### config.mk
export PLATFORM = sky130hd
export DESIGN_NAME = reload_down_timer
export DESIGN_NICKNAME = d
export VERILOG_FILES = /design/src/rtl/reload_down_timer.sv
export SDC_FILE = /design/constraint.sdc
export NUM_CORES = 1
export LEC_CHECK = 0
export ABC_AREA = 1
export CAP_MARGIN = 20
export CELL_PAD_IN_SITES_DETAIL_PLACEMENT = 0
export CELL_PAD_IN_SITES_GLOBAL_PLACEMENT = 1
export CORE_UTILIZATION = 39
export DETAILED_ROUTE_END_ITERATION = 8
export GPL_ROUTABILITY_DRIVEN = 0
export PLACE_DENSITY = 0.93
export SLEW_MARGIN = 10
export SYNTH_ARGS = -nofsm -noshare
export SYNTH_HDL_FRONTEND = slang
export SYNTH_SLANG_ARGS = --single-unit
### constraint.sdc
create_clock -name clk -period 2.95 [get_ports clk]
set_clock_uncertainty 0.1 [all_clocks]
set_input_delay 0.7375 -clock clk [delete_from_list [all_inputs] [get_ports clk]]
set_output_delay 0.7375 -clock clk [all_outputs]
set_load 0.05 [all_outputs]
### src/rtl/reload_down_timer.sv
module reload_down_timer #(
  parameter int BYTE_W   = 8,
  parameter int DIV_MODE = 0
) (
  input  logic                clk,
  input  logic                rst_n,
  input  logic                lo_we,
  input  logic                hi_we,
  input  logic [BYTE_W-1:0]   wdata,
  input  logic                cfg_we,
  input  logic                cfg_run,
  input  logic                cfg_irq_en,
  input  logic                src_sel,
  input  logic                slow_tick,
  input  logic                fast_tick,
  input  logic                irq_clr,
  output logic [2*BYTE_W-1:0] count,
  output logic                irq
);

  localparam int CNT_W = 2 * BYTE_W;

  logic [BYTE_W-1:0] pre_lo, pre_hi;
  logic [CNT_W-1:0]  cnt;
  logic              run_q, ie_q, flag_q;
  logic              src_tick, tick, wrap;

  generate
    if (DIV_MODE != 0) begin : g_div
      logic [1:0] ph;
      always_ff @(posedge clk) begin
        if (!rst_n)            ph <= 2'd0;
        else if (ph == 2'd2)   ph <= 2'd0;
        else                   ph <= ph + 2'd1;
      end
      assign src_tick = (ph != 2'd2);

      AST_DIV_NO_GAP_PAIR: assert property (@(posedge clk) disable iff (!rst_n)
        !src_tick |=> src_tick);
      AST_DIV_PHASE_RANGE: assert property (@(posedge clk) disable iff (!rst_n)
        ph != 2'd3);
    end else begin : g_sel
      assign src_tick = src_sel ? fast_tick : slow_tick;
    end
  endgenerate

  assign tick = src_tick & run_q;
  assign wrap = tick & (cnt == '0);

  always_ff @(posedge clk) begin
    if (!rst_n) begin
      pre_lo <= '0;
      pre_hi <= '0;
      run_q  <= 1'b0;
      ie_q   <= 1'b0;
    end else begin
      if (lo_we)  pre_lo <= wdata;
      if (hi_we)  pre_hi <= wdata;
      if (cfg_we) begin
        run_q <= cfg_run;
        ie_q  <= cfg_irq_en;
      end
    end
  end

  always_ff @(posedge clk) begin
    if (!rst_n)     cnt <= '0;
    else if (wrap)  cnt <= {pre_hi, pre_lo};
    else if (tick)  cnt <= cnt - 1'b1;
  end

  always_ff @(posedge clk) begin
    if (!rst_n)        flag_q <= 1'b0;
    else if (wrap)     flag_q <= 1'b1;
    else if (irq_clr)  flag_q <= 1'b0;
  end

  assign count = cnt;
  assign irq   = flag_q & ie_q;

  AST_STEP_DOWN: assert property (@(posedge clk) disable iff (!rst_n)
    (tick && cnt != '0) |=> (count == $past(cnt) - 1'b1));
  AST_HOLD_STOPPED: assert property (@(posedge clk) disable iff (!rst_n)
    !run_q |=> $stable(count));
  AST_WRAP_RELOAD: assert property (@(posedge clk) disable iff (!rst_n)
    (tick && cnt == '0) |=> (count == {$past(pre_hi), $past(pre_lo)}));
  AST_WRAP_FLAG: assert property (@(posedge clk) disable iff (!rst_n)
    (tick && cnt == '0) |=> flag_q);
  AST_FLAG_STICKY: assert property (@(posedge clk) disable iff (!rst_n)
    (flag_q && !irq_clr) |=> flag_q);
  AST_CLEAR_TAKES: assert property (@(posedge clk) disable iff (!rst_n)
    (irq_clr && !tick) |=> !flag_q);
  AST_FLAG_SOURCE: assert property (@(posedge clk) disable iff (!rst_n)
    $rose(flag_q) |-> $past(tick));

endmodule

# ---- Word level (Yosys, flattened, before mapping)
# Cells that the tools add are included.
dict set report word_totals {
  register_bits 35
  word_cells 18
}
dict set report classes {
  add_sub_neg 1
  n_mux 5
  bitwise_logic 3
  reduce_logical 3
}
# cell count
set ops {}
lappend ops {{2-to-1 mux 16 bit} 2}
lappend ops {{logical NOT 16 bit} 1}
lappend ops {{subtractor 16 x 1 -> 16 bit (second input constant)} 1}
lappend ops {{nonzero test 2 bit} 2}
lappend ops {{AND 1 bit} 3}
lappend ops {{2-to-1 mux 1 bit} 3}

# ---- Logic depth before layout (Yosys ltp)
# Gate-level depths: netlist of run 1.
dict set report logic_depth {
  word_depth 4
  ltp_mapped 12
  depth_no_buf 12
}

# ---- Least setup slack after synthesis of run 1
# OpenSTA, ideal clock, no wires.
dict set report synth_path {
  path_type {reg-to-reg}
  startpoint {reg cnt[0], in the netlist count[0]}
  endpoint {reg cnt[10], in the netlist count[10]}
  t_arrival_ps 1795
  path_slack_ps 920
  stages_incl_launch_ff 12
  path_buffers 1
  period_less_slack_ps 2030
  cell_sequence {dfxtp_1 inv_1 ha_1 inv_1 nor2_1 nand2_1 nor2_8 nand2_4 buf_6 nand3_2 nand2_2 a21oi_2}
}
dict set report synth_between {
  elab_chain_len 3
  elab_cells_between_ends 6
  classes_between {1 x add/sub; 2 x mux; 1 x bitwise; 2 x reduce/logical}
}
# element line_no
set synth_rtl {}
lappend synth_rtl {{start: declaration} 24} ;# logic [CNT_W-1:0] cnt;
lappend synth_rtl {{start signal: assignment} 68} ;# else if (wrap) cnt <= {pre_hi, pre_lo};
lappend synth_rtl {{start signal: assignment} 69} ;# else if (tick) cnt <= cnt - 1'b1;
lappend synth_rtl {{subtractor 16 x 1 -> 16 bit or logical NOT 16 bit (tied branches)} {69, 48}}
lappend synth_rtl {{2-to-1 mux 16 bit or AND 1 bit (tied branches)} {69, 48}}
lappend synth_rtl {{2-to-1 mux 16 bit or nonzero test 2 bit (tied branches)} n/a}
# Parallel ways exist; a longest one is shown, timed or not. The select of a mux whose other input is x is not followed.
# A chain may end at the register's enable or synchronous reset.

# ---- Worst setup path in the final report of run 1
dict set report layout_path {
  startpoint {reg cnt[9], in the netlist count[9]}
  endpoint {out count[9]}
}
# element line_no
set layout_rtl {}
lappend layout_rtl {{end: declaration} 17} ;# output logic [2*BYTE_W-1:0] count,
# No word-level cell between the ends.

==> impl_results.md, run 1 <==
- Status: completed
- Delay-heaviest family, CP: buffers and inverters
- Post-DR vias/cell: 4.831
- Switching part of the total: 0.4412
- Largest net degree at the start of global routing: 24
- Worst-Skew Late Latency: between 0.2 and 0.3 ns
- CP Buf/Inv Count: 1
- Root Driver: clkbuf_8
- Vias in the first global route: 1,680
- DR pass1 iterations: 4
- CTS tree: built
- Crit. End Element: output pin
- Final TNS setup: 0 ns
- Slew Viols, Final: 0
- Register area: 700.7 um^2
- Cells after synthesis: 286
- Fin crit period: 2.476 ns
- Share of layout cells above drive strength 1: 0.1173
- Half-perimeter wire length after placement: 3419 um
- Num rows: 25
- Fin nets: ~340
- # setup viols final: 0
- Yosys warning total: 0
- Starting Density: 0.4082
- P_leak: roughly 1.1 nW
- Die W: 72.54 um
- Crit path largest cell delay: 0.86 ns
- Fillers: about 510
- Critical path required time: 2.11 ns
- DR DRC count: 0
- Worst hold path type: reg -> reg
- Initial antenna violation count: 0
- RSZ-0062 raised after global routing: false
- Syn_nets: roughly 310
- CTS clk-pin slew, worst paths: about 0.080 ns
- Setup bufs post-CTS: 0
- Vias: 1,889
- Core ar.: approximately 0.0048 mm^2
- CTS hold repair buffers: 0
- Yosys cell types: 24
- Slew @ Worst Pin: 0.6301 ns
- Clock power share: 0.213
- CP Data Arrival Time: around 1.6 ns
- CP max stage cell: clkdlybuf4s50_1
- Die footprint: 0.005262 mm^2
- Synth Register Bits: 35
- CP Class: reg -> out
- GRT Util Overall: 0.1853
- First-pass GRT wire length: around 7500 um
- Crit path cell chain: clkdlybuf4s50_1
- Max IR drop VDD: 0.3235 mV
- Area growth syn-to-layout: 25.73%
- Num ports: 36
- Type of origin of the critical path: flip-flop
- Longest Clk Path Bufs: 2
- CTS buffer count: 5
- Routed WL: approximately 4600 um
- Routed Antenna Nets: 0
- Max-Cap Viols: 0
- I/O Buffers: 35
- Crit-path max FO: 6
- Avg Cell Area, Syn: around 6.8 um^2
- Overall power: 1.687 mW
- Chip Height: roughly 73 um
- Comb pwr share: 0.455
- Most frequent cells in the layout: nand2_1, nor2_1, inv_1
- Grt ovf: 0
- Drt wl/cell: 11.65 um
- Tcrit/Tclk final: 0.8395
- DRT iter0 DRCs: 110
- Pwr Density: 691.3 mW/mm^2
- Mapped Area: between 0.0015 and 0.002 mm^2
- Internal power: 0.9425 mW
- # diodes: 0
- Number of gates resized after CTS: 0
- CTS H-Tree Depth: 2
- Clock Sinks: 35
- Multi-input logic area: 0.001044 mm^2
- Commonest non-fill, non-tap cell in the layout: nand2_1
- Slew margin rel.: 0.5789
- Final Hold Fails: 0
- Sw Pwr: 0.7442 mW
- Register area share after synthesis: 0.3611
- Seq pwr share: 0.331
- Maximum achievable frequency: between 400 and 500 MHz
## stage by stage
step / setup WS (ns) / instance area (um^2) / hold WS [ns] / utilization / cells
after floorplan: 0.9197 / 1941 / 0.3291 / - / 286
after global placement: 0.4572 / 2351 / 0.3388 / 0.4945 / 383
after detailed placement: 0.4112 / 2351 / 0.3463 / 0.4945 / 383
after CTS: 0.4721 / 2440 / 0.3567 / 0.5132 / 391
after global routing: 0.4426 / 2440 / 0.3697 / 0.5132 / 391
final: 0.4735 / 2440 / 0.3525 / 0.5132 / 391
## synthesized netlist by cell type
cell	number	share of area
a21oi_1	15	0.039
a21oi_2	5	0.023
a31oi_1	1	0.0032
buf_2	1	0.0026
buf_4	1	0.0039
buf_6	1	0.0058
clkbuf_1	4	0.0077
clkinv_1	1	0.0019
dfxtp_1	35	0.36
ha_1	2	0.013
inv_1	41	0.079
nand2_1	60	0.12
nand2_2	5	0.016
nand2_4	3	0.017
nand3_1	21	0.054
nand3_2	5	0.026
nand3b_1	2	0.0077
nand4_1	3	0.0097
nor2_1	42	0.081
nor2_2	4	0.013
nor2_4	2	0.012
nor2_8	3	0.031
o21ai_0	28	0.072
o21ai_2	1	0.0045
## layer usage
| layer | part of all wire | vias to the layer above | GRT usage | wire (um) |
|---|---|---|---|---|
| li1 | - | 978 | - | - |
| met1 | 0.48 | 842 | 0.2556 | 2205 |
| met2 | 0.44 | 62 | 0.2887 | 2009 |
| met3 | 0.059 | 7 | 0.03333 | 269 |
| met4 | 0.016 | 0 | 0.06754 | 71 |
| met5 | 0 | - | 0 | 0 |
## path summary, 6_finish.rpt
check	slack (ns)	from	end	depth (start not counted)
setup / recovery	0.47	count[9]	count[9]	1
hold / removal	0.35	pre_hi[0]	pre_hi[0]	2
setup reg to reg	1.01	count[0]	count[2]	11
hold reg to reg	0.35	pre_hi[0]	pre_hi[0]	2
## sequential cells by signal (all words and copies together) (netlist names)
name and cells:
pre_lo 8, count 16, ie_q 1, flag_q 1, pre_hi 8, run_q 1
## final cells by class
type	instances	share of cell area
clock inverter	3	0.008205
multi-input combinational	202	0.4277
timing repair buffer	37	0.1497
clock buffer	5	0.02821
tap	67	0.03436
inverter	42	0.06462
sequential	35	0.2872
## cell families (layout without fill, tap and decap cells)
group           count (synthesis)  count (layout)  synth area share
flops                          35              35            0.3611
compound gates                 50              50            0.1412
simple gates                  150             150            0.3836
buf+inv                        49              87            0.1012
fa+ha+maj                       2               2           0.01289
## power groups by stage
stage / Clock [mW] / Combinational, mW / Sequential, mW
final: 0.360 / 0.768 / 0.559
after floorplan: 0 / 0.525 / 0.644
after CTS: 0.363 / 0.769 / 0.559
after global routing: 0.382 / 0.845 / 0.564
after global placement: 0 / 0.764 / 0.569
after detailed placement: 0 / 0.766 / 0.570
## worst reg2reg max path, stage by stage (launching register included)
cell	delay (ns)
dfxtp_1	0.31
inv_1	0.19
ha_1	0.19
inv_1	0.04
nor2_1	0.07
nand2_1	0.14
nor2_8	0.19
nand2_4	0.19
inv_1	0.16
nand2_1	0.08
nand3_1	0.08
a21oi_1	0.07
No activity file was read; power rests on OpenSTA's default activity.
==> inputs of run 2 (changes only) <==
- CORE_UTILIZATION: 39 -> 33
- PLACE_DENSITY: 0.93 -> 0.84
- clock period: 2.95 -> 2 ns (I/O delays scaled with it)
==> impl_results.md, run 2 (synthesis gave the netlist of run 1 again) <==
- Status: completed
- CP Class: reg -> reg
- Delay-heaviest family, CP: simple AND/OR/NAND/NOR gates
- Grt ovf: 0
- Pwr Density: 998.7 mW/mm^2
- Maximum achievable frequency: approximately 580 MHz
- Final Hold Fails: 0
- Slew Viols, Final: 0
- Starting Density: 0.3481
- CTS tree: built
- Commonest non-fill, non-tap cell in the layout: nand2_1
- Fin crit period: 1.714 ns
- Number of gates resized after CTS: 0
- RSZ-0062 raised after global routing: false
- Drt wl/cell: 11.61 um
- Worst hold path type: reg -> reg
- Area growth syn-to-layout: 29.14%
- Worst-Skew Late Latency: 0.29 ns
- Die W: 78.69 um
- Worst hold slack: 0.3528 ns
- Slew @ Worst Pin: between 0.3 and 0.4 ns
- Min-delay src: pre_hi[0]
- Met3 GRT Util: 0.03837
- Met1 usage: 0.2272
- GRT Util Overall: 0.1665
- DR pass1 iterations: 4
- Share of layout cells above drive strength 1: 0.1922
- Num rows: 27
- Die footprint: 0.006191 mm^2
- Max IR drop VDD: roughly 0.54 mV
- # setup viols final: 0
- Post-DR vias/cell: 4.640
- CTS buffer count: 5
- Hold Path Stages: 2
- Crit-path max FO: 15
- Worst reg2reg setup slack: 0.29 ns
- P_leak: 1.227 nW
- Grt met2 use: 0.2583
- Worst R2R End: count[5]
- DRT iter0 DRCs: 119
- CP Data Arrival Time: ~1.9 ns
- Post-placement worst setup slack: -0.01825 ns
- Crit. End Element: flip-flop
- Max-Cap Viols: 0
- CTS clk-pin slew, worst paths: approximately 0.07 ns
- Largest net degree at the start of global routing: 24
- CTS hold repair buffers: 0
- Register-to-Register Path Depth: 12
- Hold endpoint: pre_hi[0]
- Initial antenna violation count: 0
- # diodes: 0
- Fin nets: roughly 350
- Half-perimeter wire length after placement: 3617 um
- Critical path required time: approximately 2.1 ns
- Global-route layer with the greatest usage: met2
- Vias: 1,879
- Longest Clk Path Bufs: 2
- Clock Sinks: 35
- Crit path largest cell delay: 0.33 ns
- I/O Buffers: 35
- Root Driver: clkbuf_8
- Routed Antenna Nets: 0
- Crit path cell chain: inv_1, ha_1, inv_1, nor2_1, nand2_1, nor2_8, nand2_4, nor2_8, nand2_1, nand3_1, nand2_1, inv_1
- Max reg flops: 16
- CP Buf/Inv Count: 3
- Setup bufs post-CTS: 0
- Setup ws final: between 0.2 and 0.3 ns
- CTS H-Tree Depth: 2
- Type of origin of the critical path: flip-flop
- CP max stage cell: dfxtp_1
- Core ar.: 0.005574 mm^2
- Num ports: 36
- Chip Height: 78.69 um
- Vias in the first global route: 1,697
- Reg-to-reg startpoint: count[1]
- Routed WL: 4703 um
- Tcrit/Tclk final: 0.8568
- Origin of the worst setup path: count[1]
- DR DRC count: 0
- Slew margin rel.: 0.7698
- Most frequent cells in the layout: nand2_1, nor2_1, inv_1
- First-pass GRT wire length: slightly above 8000 um
[run 2: metrics by stage]
| stage | setup TNS [ns] | utilization | area (um^2) | cells | power [mW] |
|---|---|---|---|---|---|
| 2_1_floorplan | 0 | - | 1942 | 286 | 1.726 |
| 3_3_place_gp | 0 | 0.4343 | 2421 | 397 | 2.018 |
| 3_5_place_dp | -0.04333 | 0.4343 | 2421 | 397 | 2.012 |
| 4_1_cts | 0 | 0.4496 | 2506 | 405 | 2.528 |
| 5_1_grt | 0 | 0.4496 | 2506 | 405 | 2.702 |
| 6_report | 0 | 0.4496 | 2506 | 405 | 2.503 |
[run 2: routing by layer]
layer / wire (um) / share of wire / vias to the layer above
li1: - / - / 995
met1: 2247 / 0.48 / 824
met2: 2109 / 0.45 / 55
met3: 312 / 0.066 / 5
met4: 34 / 0.0072 / 0
met5: 0 / 0 / -
[run 2: layout make-up]
type	instances	area (um^2)
Timing Repair Buffer	46	427.9
Tap cell	72	90.09
Fill cell	606	3068
Sequential cell	35	701.9
Multi-Input combinational cell	202	1044
Clock buffer	6	72.57
Inverter	42	157.7
Clock inverter	2	12.51
[run 2: where the power goes]
group	switching, mW	internal (mW)	total [mW]	leakage, nW
combinational	0.747	0.414	1.16	0.897
clock	0.271	0.244	0.515	0.0412
sequential	0.0670	0.760	0.827	0.288
total	1.08	1.42	2.50	1.23
[run 2: worst reg2reg max path: cells and delay by family (launching register included)]
| family | cells | cell delay (ns) |
|---|---|---|
| simple gates | 8 | 0.92 |
| fa+ha+maj | 1 | 0.15 |
| flops | 1 | 0.33 |
| buf+inv | 3 | 0.18 |
[run 2: how the worst max path moves through the flow]
stage	endpoint	slack, ns	cells past startpoint
floorplan	count[10]	0.07	11
global placement	count[13]	0.001	10
detailed placement	count[14]	-0.02	9
CTS	count[11]	0.27	12
global route	count[11]	0.11	12
finish	count[5]	0.29	12
